File: src/rtl/dma_arb_pkg.sv
package dma_arb_pkg;
  localparam int NCH = 4;
  localparam int CW  = $clog2(NCH);

  typedef enum logic [1:0] {
    PRI_LINEAR = 2'b00,
    PRI_ZERO_TWO = 2'b01,
    PRI_TWO_FIRST = 2'b10,
    PRI_ROTATE = 2'b11
  } pri_mode_e;

  // channel sitting at rank k (0 = best) for a given mode
  function automatic logic [CW-1:0] rank_slot(input pri_mode_e mode,
                                              input logic [CW-1:0] last,
                                              input int unsigned k);
    logic [CW-1:0] kk;
    kk = CW'(k);
    case (mode)
      PRI_LINEAR:    rank_slot = kk;
      PRI_ZERO_TWO:  rank_slot = (kk == 0) ? CW'(0) : (kk == 3) ? CW'(1) : CW'(kk + 1);
      PRI_TWO_FIRST: rank_slot = (kk == 0) ? CW'(2) : (kk == 3) ? CW'(3) : CW'(kk - 1);
      default:       rank_slot = CW'(last + kk + 1);
    endcase
  endfunction

  function automatic logic [CW-1:0] onehot_index(input logic [NCH-1:0] v);
    onehot_index = '0;
    for (int i = 0; i < NCH; i++) if (v[i]) onehot_index = CW'(i);
  endfunction
endpackage

File: src/rtl/dma_arb_ctrl_reg.sv
module dma_arb_ctrl_reg
  import dma_arb_pkg::*;
(
  input  logic           clk,
  input  logic           rst_n,
  input  logic           cfg_we,
  input  logic           cfg_enable,
  input  logic [1:0]     cfg_mode,
  input  logic           cfg_ae_wr,
  input  logic           cfg_nmi_wr,
  input  logic [NCH-1:0] addr_err,
  input  logic           nmi,
  output logic           enable_q,
  output pri_mode_e      mode_q,
  output logic           ae_q,
  output logic           nmi_q,
  output logic           run
);
  logic ae_set, nmi_set;
  assign ae_set  = |addr_err;
  assign nmi_set = nmi;

  always_ff @(posedge clk or negedge rst_n) begin
    if (!rst_n) begin
      enable_q <= 1'b0;
      mode_q   <= PRI_LINEAR;
      ae_q     <= 1'b0;
      nmi_q    <= 1'b0;
    end else begin
      if (cfg_we) begin
        enable_q <= cfg_enable;
        mode_q   <= pri_mode_e'(cfg_mode);
      end
      ae_q  <= ae_set  | (ae_q  & ~(cfg_we & ~cfg_ae_wr));
      nmi_q <= nmi_set | (nmi_q & ~(cfg_we & ~cfg_nmi_wr));
    end
  end

  assign run = enable_q & ~ae_q & ~nmi_q;

  a_r6_nmi_sets: assert property (@(posedge clk) disable iff (!rst_n) nmi_set |=> nmi_q);
  a_r6_ae_sets:  assert property (@(posedge clk) disable iff (!rst_n) ae_set |=> ae_q);
  a_r6_nmi_sticky: assert property (@(posedge clk) disable iff (!rst_n)
    (nmi_q && !(cfg_we && !cfg_nmi_wr)) |=> nmi_q);
endmodule

File: src/rtl/dma_arb_select.sv
module dma_arb_select
  import dma_arb_pkg::*;
(
  input  pri_mode_e      mode,
  input  logic [CW-1:0]  last,
  input  logic [NCH-1:0] req,
  output logic [NCH-1:0] sel
);
  logic [CW-1:0] slot [NCH];

  for (genvar k = 0; k < NCH; k++) begin : g_rank
    assign slot[k] = rank_slot(mode, last, k);
  end

  always_comb begin
    sel = '0;
    for (int k = NCH - 1; k >= 0; k--) begin
      if (req[slot[k]]) begin
        sel = '0;
        sel[slot[k]] = 1'b1;
      end
    end
  end
endmodule

File: src/rtl/dma_bus_arbiter.sv
module dma_bus_arbiter
  import dma_arb_pkg::*;
(
  input  logic       clk,
  input  logic       rst_n,
  input  logic       cfg_we,
  input  logic       cfg_enable,
  input  logic [1:0] cfg_mode,
  input  logic       cfg_ae_wr,
  input  logic       cfg_nmi_wr,
  input  logic [3:0] req,
  input  logic [3:0] done,
  input  logic [3:0] addr_err,
  input  logic       nmi,
  output logic [3:0] grant,
  output logic       master_en,
  output logic       ae_flag,
  output logic       nmi_flag
);
  logic           enable_q, run;
  pri_mode_e      mode_q;
  logic [NCH-1:0] grant_q, sel, grant_d;
  logic [CW-1:0]  last_q;
  logic           idle, unit_end, issue;

  dma_arb_ctrl_reg u_ctrl (
    .clk(clk), .rst_n(rst_n), .cfg_we(cfg_we), .cfg_enable(cfg_enable),
    .cfg_mode(cfg_mode), .cfg_ae_wr(cfg_ae_wr), .cfg_nmi_wr(cfg_nmi_wr),
    .addr_err(addr_err), .nmi(nmi), .enable_q(enable_q), .mode_q(mode_q),
    .ae_q(ae_flag), .nmi_q(nmi_flag), .run(run)
  );

  dma_arb_select u_sel (.mode(mode_q), .last(last_q), .req(req), .sel(sel));

  // named events for the assertions
  assign idle     = (grant_q == '0);
  assign unit_end = |(grant_q & done);
  assign issue    = run && (idle || unit_end) && (sel != '0);

  always_comb begin
    grant_d = grant_q;
    if (!run)                 grant_d = '0;
    else if (idle || unit_end) grant_d = sel;
  end

  always_ff @(posedge clk or negedge rst_n) begin
    if (!rst_n) begin
      grant_q <= '0;
      last_q  <= CW'(NCH - 1);
    end else begin
      grant_q <= grant_d;
      if (issue) last_q <= onehot_index(sel);
    end
  end

  assign grant     = grant_q;
  assign master_en = run;

  a_r9_onehot: assert property (@(posedge clk) disable iff (!rst_n) $onehot0(grant_q));
  a_r8_hold: assert property (@(posedge clk) disable iff (!rst_n)
    (run && !idle && !unit_end) |=> $stable(grant_q));
  a_r8_reissue: assert property (@(posedge clk) disable iff (!rst_n)
    (run && idle && req != '0) |=> (grant_q != '0));
  a_r7_halt: assert property (@(posedge clk) disable iff (!rst_n)
    (ae_flag || nmi_flag) |=> (grant_q == '0));
  a_r5_disabled: assert property (@(posedge clk) disable iff (!rst_n)
    !enable_q |=> (grant_q == '0));
  a_r8_grant_requested: assert property (@(posedge clk) disable iff (!rst_n)
    issue |=> ((grant_q & $past(req)) != '0));
endmodule

File: config.mk
export PLATFORM = sky130hd
export DESIGN_NAME = dma_bus_arbiter
export DESIGN_NICKNAME = d
export VERILOG_FILES = /design/src/rtl/dma_arb_pkg.sv /design/src/rtl/dma_arb_ctrl_reg.sv /design/src/rtl/dma_arb_select.sv /design/src/rtl/dma_bus_arbiter.sv
export SDC_FILE = /design/constraint.sdc
export NUM_CORES = 1
export LEC_CHECK = 0
export CAP_MARGIN = 40
export CORE_MARGIN = 1
export CORE_UTILIZATION = 30
export CTS_CLUSTER_DIAMETER = 50
export DETAILED_ROUTE_END_ITERATION = 16
export DONT_BUFFER_PORTS = 1
export PLACE_DENSITY = 0.4
export SLEW_MARGIN = 40
export SYNTH_ARGS = -nofsm -noshare
export SYNTH_HDL_FRONTEND = slang
export SYNTH_SLANG_ARGS = --single-unit
File: constraint.sdc
create_clock -name clk -period 3.1 [get_ports clk]
set_clock_uncertainty 0.15 [all_clocks]
set_input_delay 0.31 -clock clk [delete_from_list [all_inputs] [get_ports clk]]
set_output_delay 0.31 -clock clk [all_outputs]
set_load 0.05 [all_outputs]
==> key figures <==
Clocking
  – Clock sink count: 11
  – Worst-skew pair later-pin latency: 0.24 ns
  – H-tree Lvls: 1
  – Num CTS Buffers: 3
  – Clock Path Buffers: 2
  – Worst-path clk slew: approximately 0.06 ns
  – Root Buffer: clkbuf_8
  – CTS tree: built

Final layout
  – Final Non-Filler Cells: about 190
  – Nets@finish: roughly 170
  – Fillers: approximately 400
  – Antenna diodes: 0
  – Share of cells above drive strength 1: 0.1469
  – Post-layout util: 0.3419
  – Area delta synth->final: 5.811%

Setup path
  – Worst-path cell chain: ha_1 > buf_4 > nor2b_4 > a21oi_4 > mux2i_1 > a2bb2oi_1 > a2111oi_2 > o21ai_1 > a32o_1
  – Crit path launch type: flip-flop
  – Delay-heaviest family, CP: compound AO/OA/AOI/OAI gates
  – CP arrival: between 2 and 3 ns
  – CP max stage delay: 0.42 ns
  – Kind of critical path: flip-flop to flip-flop
  – Data required, critical path: roughly 3.1 ns
  – CP max-delay cell: dfrtp_1
  – Buf/Inv on CP: 1
  – Crit path max fanout: 11
  – Crit end category: flip-flop

Logic synthesis
  – Post-Synth Adder-Cell Area: 0.07136
  – Syn nets: roughly 170
  – EDFF count, synth: 0
  – Post-Synth XOR/XNOR Area: 0.01325
  – Mapped Avg Cell Area: 8.524 µm²
  – Post-synthesis cell type count: 53
  – Simple-Gate Fraction of Synth Area: 0.2773
  – Post-synth ARST share: 1.000
  – FF+latch count, synth: 11
  – Mux cell area share after synthesis: 0.07849
  – Synth warn: 0
  – Largest family of logic cells by synthesized area: simple AND/OR/NAND/NOR gates
  – Mapped Cells: roughly 140
  – Post-Syn Area: 1227 µm²
  – Compound-Gate Fraction of Synth Area: 0.2732
  – Post-synth top flop: dfrtp_1
  – Post-synthesis sequential area ratio: 0.2263

STA
  – Final hold violation count: 0
  – Tightest Pin Transition: around 0.57 ns
  – Tmin final: between 2 and 3 ns
  – Setup TNS: 0 ns
  – Unrepaired setup endpoints after global routing: no
  – Period utilization: 0.8971
  – Maximum clock frequency: between 0.3 and 0.4 GHz
  – Final Max Slew Viols: 0
  – Final setup fails: 0
  – Max transition margin: 0.6219

Global routing
  – Global-route wire length before repair: ~5.0 mm
  – Number of global-route vias before repair: between 1000 and 1500
  – Antenna violations before repair: 0
  – Largest net degree at the start of global routing: 12
  – Tot GR Track Use: 0.1525
  – Grt total ovfl: 0

Floorplan
  – Die Y: approximately 66 µm
  – Core footprint: roughly 3800 µm²
  – Die area: 4351 µm²
  – Die X: around 66 µm
  – I/O pin count: 28
  – Row count: 22
  – Initial core utilization: 0.3231

Status
  – Outcome: finished, final reports clean

Power and ir drop
  – Peak supply drop: ~0.21 mV
  – Power per cell area: between 300 and 400 nW/µm²
  – Static leakage: slightly above 0.5 nW

Place
  – IO buf count: 0
  – Routability cong.: slightly below 0.9
  – DP Wirelength: 2.377 mm
  – Placed cell count: 186

Worst hold path
  – Hold Crit Class: input pin to flip-flop

Detailed routing
  – Vias: 1104
  – Total wire length: roughly 3.1 mm
  – # DRC: 0
  – DR WL/cell: ~16 µm
  – Routed Antenna Nets: 0
  – Initial DRT Pass Iterations: 4
  – 1st-iter DRT viols: between 80 and 90
  – Vias/cell: ~5.8

Run
  – MaxCap Viol Count: 0
worst reg2reg max path, cell delays in order (launching register included):
cell       delay [ns]
dfrtp_1          0.42
ha_1             0.36
buf_4            0.23
nor2b_4          0.14
a21oi_4          0.24
mux2i_1          0.26
a2bb2oi_1        0.11
a2111oi_2        0.36
o21ai_1          0.17
a32o_1           0.29
metal layers:
layer	track usage	vias to the layer above	wire length, µm
met3	0.01207	4	138
met4	0.05053	0	34
met2	0.2449	44	1414
li1	-	536	-
met5	0	-	0
met1	0.2134	520	1533
stage by stage:
step / total power, mW / cell area (µm²) / worst slack [ns] / hold WS, ns
finish: 0.4960 / 1299 / 0.3190 / 0.02802
global route: 0.5289 / 1299 / 0.1689 / 0.02837
CTS: 0.4991 / 1299 / 0.3214 / 0.02490
detailed placement: 0.3494 / 1244 / 0.3263 / -0.1353
global placement: 0.3526 / 1244 / 0.3537 / -0.1353
floorplan: 0.3208 / 1227 / 0.7681 / -0.1356
worst paths after layout:
path                                              startpoint                           end  slack, ns  depth (start not counted)
worst max-delay path            u_ctrl.mode_q[0]$_DFFE_PN0P_         last_q[0]$_DFFE_PN1P_       0.32                          9
min in group asynchronous                              rst_n          grant[1]$_DFFE_PN0P_       0.33                          1
worst max register to register  u_ctrl.mode_q[0]$_DFFE_PN0P_         last_q[0]$_DFFE_PN1P_       0.32                          9
max in group asynchronous                              rst_n         last_q[1]$_DFFE_PN1P_       2.10                          1
worst min register to register   u_ctrl.enable_q$_DFFE_PN0P_   u_ctrl.enable_q$_DFFE_PN0P_       0.36                          1
worst min-delay path                                  cfg_we  u_ctrl.mode_q[1]$_DFFE_PN0P_       0.03                          1
layout make-up:
type                       instances  area [µm²]  share of cell area
inverter                           6       22.52             0.01734
clock buffer                       4       45.04             0.03468
tap                               48       60.06             0.04624
sequential                        11       277.8              0.2139
timing repair buffer               2       17.52             0.01349
multi-input combinational        120       875.8              0.6744
cells in the mapped netlist (all sizes together) (2+ instances only):
master | n | share of area
nor4 | 3 | 0.015
dfstp | 2 | 0.043
a221oi | 2 | 0.014
inv | 6 | 0.018
a21o | 3 | 0.018
nand2b | 6 | 0.037
or2 | 2 | 0.010
nand2 | 11 | 0.034
mux2 | 3 | 0.028
nor3b | 2 | 0.012
a211oi | 3 | 0.022
a32o | 2 | 0.016
dfrtp | 9 | 0.18
or3 | 5 | 0.030
a2bb2oi | 2 | 0.014
nor2 | 7 | 0.023
o21ai | 16 | 0.065
buf | 6 | 0.039
mux2i | 5 | 0.051
nor2b | 4 | 0.033
ha | 7 | 0.071
a21oi | 10 | 0.050
nand4b | 2 | 0.014
nor3 | 4 | 0.016
nand3 | 5 | 0.020
state kept, by name (all words and copies together), names as in the netlist:
signal,count
u_ctrl.mode_q,2
u_ctrl.ae_q,1
u_ctrl.enable_q,1
grant,4
u_ctrl.nmi_q,1
last_q,2
report_power, final:
group	total, mW	leakage, nW	internal (mW)	switching, mW
clock	0.144	0.0228	0.0902	0.0540
combinational	0.186	0.360	0.0793	0.106
sequential	0.166	0.131	0.151	0.0148
total	0.496	0.514	0.321	0.175
logic make-up after synthesis:
kind of cell / count (synthesis)
buffers and inverters: 13
and+or+nand+nor: 56
muxes: 8
DFF: 11
xor gates and xnor gates: 1
AOI/OAI and AO/OA: 48
adders and majority gates: 7
layout by cell type, fill, tap and decap left out, types with 2 or more instances in the layout:
master     instances
or3_1              4
clkbuf_8           3
a21o_1             3
a221oi_1           2
nor4_1             3
nand2b_1           5
dfstp_2            2
inv_1              6
a211oi_1           2
o21ai_0           15
nand3_1            5
nor3_1             4
a21oi_1            9
a32o_1             2
nand2_1           11
dfrtp_1            9
a2bb2oi_1          2
nand4b_1           2
ha_1               7
mux2i_1            4
nor2_1             6
nor3b_1            2
nor2b_4            2
nor2b_1            2
mux2_2             3
what timing repair did:
action / 4_1_cts / 5_1_grt
setup buffers: 0 / 0
hold endpoints to repair: 11 / 0
resized for setup: 0 / 0
hold buffers: 1 / 0
No activity file was read; power rests on OpenSTA's default activity.
